===== config.mk =====
export PLATFORM = sky130hd
export DESIGN_NAME = irq_merge_top
export DESIGN_NICKNAME = d
export VERILOG_FILES = /design/src/rtl/irqc_pkg.sv /design/src/rtl/irqc_ctrl.sv /design/src/rtl/irqc_dpath.sv /design/src/rtl/irq_merge_top.sv
export SDC_FILE = /design/constraint.sdc
export NUM_CORES = 1
export LEC_CHECK = 0
export BUFFER_PORTS_ARGS = -buffer_cell sky130_fd_sc_hd__clkbuf_2
export CAP_MARGIN = 40
export CORE_AREA = 4 4 41 43
export CTS_CLUSTER_DIAMETER = 50
export DETAILED_ROUTE_END_ITERATION = 8
export DIE_AREA = 0 0 45 47
export SLEW_MARGIN = 5
export SYNTH_ARGS = -nofsm -noshare
export SYNTH_HDL_FRONTEND = slang
export SYNTH_HIERARCHICAL = 1
export SYNTH_SLANG_ARGS = --single-unit

===== constraint.sdc =====
create_clock -name clk -period 1.1 [get_ports clk]
set_input_delay 0.11 -clock clk [delete_from_list [all_inputs] [get_ports clk]]
set_output_delay 0.11 -clock clk [all_outputs]
set_load 0.005 [all_outputs]

===== src/rtl/irqc_pkg.sv =====
package irqc_pkg;
  localparam int CH_COUNT = 2;

  typedef struct packed {
    logic                maskLoad;
    logic [CH_COUNT-1:0] pendLoad;
  } irqc_strobe_t;
endpackage


===== src/rtl/irqc_ctrl.sv =====
module irqc_ctrl
  import irqc_pkg::*;
(
  input  logic                rst,
  input  logic [CH_COUNT-1:0] chLevel,
  input  logic [CH_COUNT-1:0] pendState,
  input  logic                wrEn,
  output irqc_strobe_t        strobes
);
  // Load a pending flag only when its channel level differs from the stored flag
  for (genvar ch = 0; ch < CH_COUNT; ch++) begin : g_pendStrobe
    assign strobes.pendLoad[ch] = !rst && (chLevel[ch] != pendState[ch]);
  end

  assign strobes.maskLoad = !rst && wrEn;
endmodule


===== src/rtl/irqc_dpath.sv =====
module irqc_dpath
  import irqc_pkg::*;
#(
  parameter int MODE_W   = 8,
  parameter int PEND_LSB = 2,
  parameter int MASK_LSB = 4
) (
  input  logic                clk,
  input  logic                rst,
  input  logic [CH_COUNT-1:0] chLevel,
  input  logic [MODE_W-1:0]   wrData,
  input  irqc_strobe_t        strobes,
  output logic [CH_COUNT-1:0] pendState,
  output logic [MODE_W-1:0]   modeByte,
  output logic                irqOut
);
  logic [CH_COUNT-1:0] pendQ;
  logic [CH_COUNT-1:0] maskQ;
  logic [CH_COUNT-1:0] liveTerm;
  logic                irqQ;

  for (genvar ch = 0; ch < CH_COUNT; ch++) begin : g_chan
    always_ff @(posedge clk) begin
      if (rst) begin
        pendQ[ch] <= 1'b0;
      end else if (strobes.pendLoad[ch]) begin
        pendQ[ch] <= chLevel[ch];
      end
    end
    assign liveTerm[ch] = pendQ[ch] & ~maskQ[ch];
  end

  always_ff @(posedge clk) begin
    if (rst) begin
      maskQ <= '0;
    end else if (strobes.maskLoad) begin
      maskQ <= wrData[MASK_LSB +: CH_COUNT];
    end
  end

  always_ff @(posedge clk) begin
    if (rst) begin
      irqQ <= 1'b0;
    end else begin
      irqQ <= |liveTerm;
    end
  end

  // Assemble the visible byte; unassigned (reserved) positions stay zero
  always_comb begin
    modeByte = '0;
    modeByte[PEND_LSB +: CH_COUNT] = pendQ;
    modeByte[MASK_LSB +: CH_COUNT] = maskQ;
  end

  assign pendState = pendQ;
  assign irqOut    = irqQ;
endmodule


===== src/rtl/irq_merge_top.sv =====
module irq_merge_top
  import irqc_pkg::*;
#(
  parameter int MODE_W   = 8,
  parameter int PEND_LSB = 2,
  parameter int MASK_LSB = 4
) (
  input  logic                clk,
  input  logic                rst,
  input  logic [CH_COUNT-1:0] chLevel,
  input  logic                wrEn,
  input  logic [MODE_W-1:0]   wrData,
  output logic [MODE_W-1:0]   rdData,
  output logic                irqOut
);
  irqc_strobe_t        strobes;
  logic [CH_COUNT-1:0] pendState;

  irqc_ctrl u_ctrl (
    .rst       (rst),
    .chLevel   (chLevel),
    .pendState (pendState),
    .wrEn      (wrEn),
    .strobes   (strobes)
  );

  irqc_dpath #(
    .MODE_W   (MODE_W),
    .PEND_LSB (PEND_LSB),
    .MASK_LSB (MASK_LSB)
  ) u_dpath (
    .clk       (clk),
    .rst       (rst),
    .chLevel   (chLevel),
    .wrData    (wrData),
    .strobes   (strobes),
    .pendState (pendState),
    .modeByte  (rdData),
    .irqOut    (irqOut)
  );
endmodule


==> results_dict.tcl, run 1 <==
set metrics [dict create \
    numCtsBuffers 3 \
    fin_crit_ns 0.936 \
    syn2layout_area_growth_pct 26.2 \
    final_cell_area_um2 319 \
    htreeDepth 1 \
    avgViaCountPerCell 3.53 \
    max_freq_ghz 1.07 \
    antenna_cells 0 \
    clkTransAtPathRegs_ns 0.04 \
    firstDrtPassIters 1 \
    synth.distinct_cells 9 \
    design.portCount 22 \
    end_kind "register" \
    coreArea_um2 1300 \
    setup_viol 0 \
    cts_hold_buf 0 \
    grt_pass1_vias 171 \
    rows 13 \
    synth_compound_area_frac 0.0198 \
    drv_slew 0 \
    die_w_um 45 \
    drt_iter0_markers 0 \
    status "complete, no violations" \
    skew_ns 0.000583 \
    ir_drop_uv 796 \
    placed_cell_area_um2 293 \
    grt_pass1_wl_um 690 \
    instances_no_fill 55 \
    antenna_found_initial 0 \
    ant_nets 0 \
    insertion_delay_ns 0.24 \
    fin_tns_setup_ns 0 \
    critPathLaunchType "register" \
    yosysSeqAreaShare 0.396 \
    avgSynthCellArea_um2 9.03 \
    cts_tree "built" \
    ys_seq_elements 5 \
    hold-worst-slack_ns 0.103 \
    synth_largest_area_cell "dfxtp_1" \
    yosys-top-cells-area "dfxtp_1 40%, buf_4 18%, mux2i_1 16%, nor2_1 8.9%, xnor2_1 6.9%" \
    wl_per_cell_um 7.98 \
    synth-xor-area-share 0.0693 \
    drive_gt1_frac 0.350 \
    cts_max_path_buffers 2 \
    yosysWarningCount 6 \
    p_leak_nw 0.151 \
    wl_met3_um 98 \
    layout.nets 54 \
    synth_top_area_share 0.396 \
    synth_simple_gate_area_frac 0.163 \
    power.density_nw_per_um2 1470 \
    required_ns 1.23 \
    portBuffers 11 \
    overflow 0 \
    min_path_type "primary input to register" \
    post_cts_resize_count 0 \
    rsz0062_at_grt "no" \
    synth_fa_ha_area_frac 0 \
    start_util 0.194 \
    dp.cells 51 \
    cp.arrival_ns 1.07 \
    cts_sinks 5 \
    cts_root_buf "clkbuf_4" \
    top_layer_used "met3" \
    p_total_mw 0.470 \
    die_h_um 47 \
    vias 194 \
    syn_area_um2 253 \
    design.die.area_um2 2120 \
    dp_slack_ns 0.166 \
    place_congestion 0.547 \
    synth_cells 28 \
    wl_met1_um 180 \
    drv_cap 0 \
    drc 0 \
    synth_top_family_by_area "buffers and inverters" \
    finalCoreUtilization 0.245 \
    wirelength_um 439 \
    synthMuxAreaShare 0.158 \
    critical_path_class "register to register" \
    hold_viol_final 0 \
    min_period_over_period 0.851 \
    cts_post_setup_buffers_inserted 0 \
    wl_met2_um 160 \
    path_max_fanout 4 \
    setup_ws_ns 0.164 \
    grtUsageTotal 0.0545 \
    grt_max_degree 9 \
]
==> critical path: stages (launching register included) <==
cell     delay, ns
dfxtp_1       0.37
xnor2_1       0.09
nor2_1        0.11
mux2i_1       0.20
nor2_1        0.05
==> placed cells by master, fill, tap and decap left out <==
cell,count
clkbuf_1,1
xnor2_1,2
nor2_1,6
nor2b_1,1
clkbuf_2,11
a21oi_1,1
nand2b_1,2
dfxtp_1,5
clkbuf_4,3
mux2i_1,4
conb_1,4
==> flip-flops by register name (all words and copies together) (netlist names) <==
register,count
u_dpath/modeByte,2
u_dpath/maskQ,2
u_dpath/irqOut,1
==> path summary, 6_finish.rpt <==
kind	startpoint	to	slack, ns	cells after the start
setup / recovery	u_dpath/modeByte[3]$_SDFFE_PP0P_	u_dpath/modeByte[3]$_SDFFE_PP0P_	0.16	4
hold / removal	wrData[4]	u_dpath/maskQ[0]$_SDFFE_PP0P_	0.10	3
setup reg to reg	u_dpath/modeByte[3]$_SDFFE_PP0P_	u_dpath/modeByte[3]$_SDFFE_PP0P_	0.16	4
hold reg to reg	u_dpath/modeByte[2]$_SDFFE_PP0P_	u_dpath/irqOut$_SDFF_PP0_	0.51	2
==> routing by layer <==
metal / vias to the layer above / global-route usage
met5: - / 0
met4: 0 / 0.0351
met1: 76 / 0.0432
met3: 0 / 0.0766
li1: 102 / -
met2: 16 / 0.0678
==> report_power, final <==
group	total, mW	leakage (nW)	internal, mW	switching, mW
clock network	0.210	0.0150	0.137	0.0729
logic	0.0596	0.0953	0.0325	0.0271
registers	0.200	0.0409	0.192	0.00789
==> cells by family (layout without fill, tap and decap cells) <==
logic type / after synthesis / in the layout
other: 1 / 4
DFF: 5 / 5
xor gates and xnor gates: 2 / 2
muxes: 4 / 4
AOI/OAI and AO/OA: 1 / 1
buffers and inverters: 6 / 15
and+or+nand+nor: 9 / 9
==> cell usage after synthesis, drive strengths merged <==
master,instances
nor2b,1
nand2b,2
conb,1
a21oi,1
xnor2,2
buf,6
nor2,6
mux2i,4
dfxtp,5
==> layout make-up <==
class / instances / area, µm²
multi-input cells: 20 / 119
fillers: 158 / 982
flip-flops and latches: 5 / 100
repair buffers: 11 / 55.1
well taps: 15 / 18.8
clock buffers: 4 / 26.3
Power figures use the tool's default switching activity.
==> run 2: changes to the inputs <==
--- a/config.mk
+++ b/config.mk
@@ -5,6 +5,7 @@
 export SDC_FILE = /design/constraint.sdc
 export NUM_CORES = 1
 export LEC_CHECK = 0
+export ABC_AREA = 1
 export BUFFER_PORTS_ARGS = -buffer_cell sky130_fd_sc_hd__clkbuf_2
 export CAP_MARGIN = 40
 export CORE_AREA = 4 4 41 43
==> run 2 against run 1 <==
Net effect:
- worst setup slack gained 0.054 ns
- non-clock buffer count unchanged
- highest routed layer is now met4
- sequential share of layout area shrank 2.5 points
==> results_dict.tcl, run 2 <==
set metrics [dict create \
    comb_power_share 0.152 \
    antenna_found_initial 0 \
    critPathLaunchType "register" \
    p_seq_frac 0.427 \
    grt_pass1_wl_um 979 \
    cts_post_setup_buffers_inserted 0 \
    rsz0062_at_grt "no" \
    p_leak_nw 0.191 \
    drive_gt1_frac 0.321 \
    firstDrtPassIters 3 \
    nFillCells 170 \
    vias 279 \
    p_clk_frac 0.422 \
    die_h_um 47 \
    cts_hold_buf 0 \
    design.die.area_um2 2120 \
    portBuffers 11 \
    hold_viol_final 0 \
    syn_area_um2 280 \
    status "complete, no violations" \
    synth.most_common_cell "nor2_1" \
    cts_root_buf "clkbuf_4" \
    setup_ws_ns 0.218 \
    synth_cells 44 \
    antenna_cells 0 \
    design.portCount 22 \
    yosysWarningCount 6 \
    path_cells "nand2_1 -> nand2_1 -> nor2_2 -> o21ai_0 -> nor2_1" \
    ys.flop_type "dfxtp_1" \
    cts_tree "built" \
    cp_slowest_cell "dfxtp_1" \
    max_freq_ghz 1.13 \
    synth_largest_area_cell "dfxtp_1" \
    post_cts_resize_count 0 \
    setup_viol 0 \
    synth_top_area_share 0.357 \
    wl_per_cell_um 8.06 \
    clkTransAtPathRegs_ns 0.04 \
    start_util 0.215 \
    p_sw_frac 0.249 \
    hold-worst-slack_ns 0.0999 \
    rows 13 \
    yosysSeqAreaShare 0.357 \
    fin_crit_ns 0.882 \
    htreeDepth 1 \
    drt_iter0_markers 2 \
    insertion_delay_ns 0.23 \
    grt_max_degree 6 \
    yosys-top-cells-area "dfxtp_1 36%, buf_4 16%, nor2_1 15%, inv_1 8.0%, nand2_1 8.0%" \
    ir_drop_uv 392 \
    post-dp-hpwl_um 480 \
    syn2layout_area_growth_pct 23.7 \
    cp.arrival_ns 1.01 \
    die_w_um 45 \
    fin_tns_setup_ns 0 \
    coreArea_um2 1300 \
    dp_slack_ns 0.223 \
    critical_path_class "register to register" \
    async_flop_share 0 \
    cts_sinks 5 \
    drv_cap 0 \
    skew_ns 0.0000653 \
    numCtsBuffers 3 \
    mostFrequentLayoutCells "11 x clkbuf_2, 11 x nor2_1, 6 x nand2_1, 6 x inv_1, 5 x dfxtp_1" \
    synth-edff-count 0 \
    avgSynthCellArea_um2 6.37 \
    drv_slew 0 \
    slowest_delay_ns 0.39 \
    drc 0 \
    wirelength_um 572 \
    avgViaCountPerCell 3.93 \
    grtUsageTotal 0.0687 \
    overflow 0 \
    grt_pass1_vias 269 \
    path_max_fanout 5 \
    required_ns 1.22 \
    synth.distinct_cells 10 \
    p_total_mw 0.487 \
    path_common_cell "nand2_1" \
    cts_max_path_buffers 2 \
    ant_nets 0 \
    ys_top_cells_by_count "11 x nor2_1, 6 x buf_4, 6 x inv_1, 6 x nand2_1, 5 x dfxtp_1" \
    min_path_type "primary input to register" \
    min_period_over_period 0.802 \
    power.density_nw_per_um2 1410 \
    layout.nets 70 \
    place_congestion 0.653 \
    end_kind "register" \
    switching_power_mw 0.121 \
    p_int_mw 0.366 \
    ys_seq_elements 5 \
]
-- run 2: area by class of cell --
class	instances	area, µm²	share of cell area
inverters	8	30.0	0.0866
clock buffers	4	26.3	0.0758
well taps	15	18.8	0.0542
multi-input cells	28	116	0.336
flip-flops and latches	5	100	0.289
repair buffers	11	55.1	0.159
-- run 2: power by group through the flow --
stage          Sequential, mW  Combinational (mW)  Clock (mW)
6_report                0.208              0.0738       0.205
5_1_grt                 0.210              0.0859       0.233
4_1_cts                 0.208              0.0752       0.218
3_5_place_dp            0.211              0.0741           0
3_3_place_gp            0.210              0.0717           0
2_1_floorplan           0.210              0.0581           0
-- run 2: worst paths after layout --
kind	start	endpoint	slack, ns	depth (start not counted)
max	u_dpath/modeByte[3]$_SDFFE_PP0P_	u_dpath/modeByte[3]$_SDFFE_PP0P_	0.22	5
min	wrData[5]	u_dpath/maskQ[1]$_SDFFE_PP0P_	0.1	3
max reg2reg	u_dpath/modeByte[3]$_SDFFE_PP0P_	u_dpath/modeByte[3]$_SDFFE_PP0P_	0.22	5
min reg2reg	u_dpath/maskQ[1]$_SDFFE_PP0P_	u_dpath/maskQ[1]$_SDFFE_PP0P_	0.54	2
-- run 2: layer usage --
metal / track usage / wire (µm) / up-vias
met5: 0 / 0 / -
met4: 0.0526 / 4 / 0
met3: 0.0383 / 64 / 2
met2: 0.116 / 265 / 12
met1: 0.0614 / 238 / 120
li1: - / - / 145
-- run 2: kinds of logic (layout without fill, tap and decap cells) --
| family | Yosys count | in the layout | share of synthesized area |
|---|---|---|---|
| AOI/OAI and AO/OA | 5 | 5 | 0.0893 |
| and+or+nand+nor | 19 | 19 | 0.272 |
| buffers and inverters | 14 | 23 | 0.268 |
| DFF | 5 | 5 | 0.357 |
| other | 1 | 4 | 0.0134 |
-- run 2: critical path, delay by kind of cell, from the launching register on --
kind,cells,cell delay [ns]
and+or+nand+nor,4,0.24
DFF,1,0.39
AOI/OAI and AO/OA,1,0.14
-- run 2: stage by stage --
step                      instances  utilization  area (µm²)
final                            71        0.266         347
after global routing             71        0.266         347
after CTS                        71        0.266         347
after detailed placement         67        0.246         320
after global placement           67        0.246         320
after floorplan                  47            -         292
==> run 3: changes to the inputs <==
==> constraint.sdc (replaced) <==
create_clock -name clk -period 0.8 [get_ports clk]
set_input_delay 0.08 -clock clk [delete_from_list [all_inputs] [get_ports clk]]
set_output_delay 0.08 -clock clk [all_outputs]
set_load 0.005 [all_outputs]
==> run 3 against run 2 <==
Net effect:
- the run now ends with negative setup slack left
- utilization up 2.7 points
- die area unchanged
- hold slack worse by 0.028 ns
- clock power up 39%
- critical endpoint is now rdData[3]
- largest power group unchanged
==> results_dict.tcl, run 3 (synthesis results as in run 2) <==
set metrics [dict create \
    grtUsageTotal 0.0609 \
    final_common_cell "clkbuf_2" \
    wirelength_um 555 \
    p_seq_frac 0.412 \
    hold_viol_final 0 \
    drc 0 \
    max_freq_ghz 1.16 \
    ir_drop_uv 733 \
    cts_root_buf "clkbuf_4" \
    portBuffers 11 \
    firstDrtPassIters 2 \
    overflow 0 \
    rows 13 \
    htreeDepth 1 \
    p_leak_nw 0.205 \
    drive_gt1_frac 0.448 \
    status "finished, violations left" \
    min_period_over_period 1.08 \
    p_clk_frac 0.408 \
    die_w_um 45 \
    setup_viol 3 \
    end_kind "output pin" \
    cts_tree "built" \
    grt_pass1_wl_um 890 \
    p_int_mw 0.525 \
    p_total_mw 0.699 \
    hold_end "u_dpath/maskQ[0]$_SDFFE_PP0P_" \
    comb_power_share 0.180 \
    antenna_found_initial 0 \
    reg2reg_from "u_dpath/modeByte[2]$_SDFFE_PP0P_" \
    finalCoreUtilization 0.293 \
    holdPathStages 3 \
    mostFrequentLayoutCells "10 x clkbuf_2, 9 x nor2_1, 6 x nand2_1, 6 x inv_1" \
    min_from "wrData[4]" \
    critPathLaunchType "register" \
    layout.nets 72 \
    p_sw_frac 0.249 \
    instances_no_fill 73 \
    reg2reg_to "u_dpath/modeByte[2]$_SDFFE_PP0P_" \
    grt_max_degree 5 \
    syn2layout_area_growth_pct 36.2 \
    dp_slack_ns -0.0157 \
    placed_cell_area_um2 343 \
    gr-usage-met1 0.0753 \
    cts_sinks 5 \
    antenna_cells 0 \
    start_util 0.215 \
    reg2reg_depth 6 \
    use_met2 0.0734 \
    required_ns 0.72 \
    path_max_fanout 3 \
    critical_path_class "register to output pin" \
    cts_max_path_buffers 2 \
    design.portCount 22 \
    cts_post_setup_buffers_inserted 0 \
    drv_slew 0 \
    ant_nets 0 \
    vias 264 \
    min_path_type "primary input to register" \
    place_congestion 0.672 \
    power.density_nw_per_um2 1830 \
    busiest_layer "met1" \
    coreArea_um2 1300 \
    cts_hold_buf 0 \
    skew_ns 0.00182 \
    hold-worst-slack_ns 0.0722 \
    grtUsageMet3 0.0345 \
    avgViaCountPerCell 3.62 \
    cp.arrival_ns 0.78 \
    die_h_um 47 \
    post-dp-hpwl_um 446 \
    design.die.area_um2 2120 \
    rsz0062_at_grt "yes" \
    fin_tns_setup_ns -0.0765 \
    switching_power_mw 0.174 \
    fin_crit_ns 0.862 \
    post_cts_resize_count 2 \
    reg2reg_slack_ns -0.01 \
    insertion_delay_ns 0.24 \
    violations "negative setup slack" \
    clkTransAtPathRegs_ns 0.04 \
    dp.cells 69 \
    setup_ws_ns -0.0615 \
    drt_iter0_markers 3 \
    wl_per_cell_um 7.60 \
    final_cell_area_um2 382 \
    grt_pass1_vias 242 \
    numCtsBuffers 3 \
    drv_cap 0 \
]
## run 3: worst max-delay path, cell delays in order (launching register included)
cell     delay (ns)
dfxtp_2        0.33
buf_6          0.11
buf_6          0.10
## run 3: layout make-up
type | instances | area [µm²]
flip-flops and latches | 5 | 105
fillers | 159 | 920
well taps | 15 | 18.8
repair buffers | 13 | 80.1
clock buffers | 4 | 26.3
inverters | 8 | 30.0
multi-input cells | 28 | 121
## run 3: worst max-delay path by stage
stage,endpoint,slack (ns),startpoint,depth (start not counted)
final,rdData[3],-0.06,u_dpath/modeByte[3]$_SDFFE_PP0P_,2
after global routing,u_dpath/modeByte[2]$_SDFFE_PP0P_,-0.16,u_dpath/modeByte[2]$_SDFFE_PP0P_,6
after CTS,rdData[3],-0.08,u_dpath/modeByte[3]$_SDFFE_PP0P_,2
after detailed placement,u_dpath/modeByte[2]$_SDFFE_PP0P_,-0.02,u_dpath/modeByte[2]$_SDFFE_PP0P_,5
after global placement,u_dpath/modeByte[2]$_SDFFE_PP0P_,0.004,u_dpath/modeByte[2]$_SDFFE_PP0P_,5
after floorplan,u_dpath/modeByte[2]$_SDFFE_PP0P_,-0.08,u_dpath/modeByte[2]$_SDFFE_PP0P_,7
## run 3: power groups by stage
stage               Combinational (mW)  Sequential [mW]  Clock, mW
global placement                 0.116            0.290          0
detailed placement               0.118            0.290          0
finish                           0.126            0.288      0.285
CTS                              0.123            0.287      0.301
global route                     0.145            0.291      0.306
floorplan                       0.0833            0.290          0
## run 3: per-layer routing
layer / wire length [µm] / part of all wire
met1: 253 / 0.46
met2: 211 / 0.38
met3: 91 / 0.16
met4: 0 / 0
met5: 0 / 0
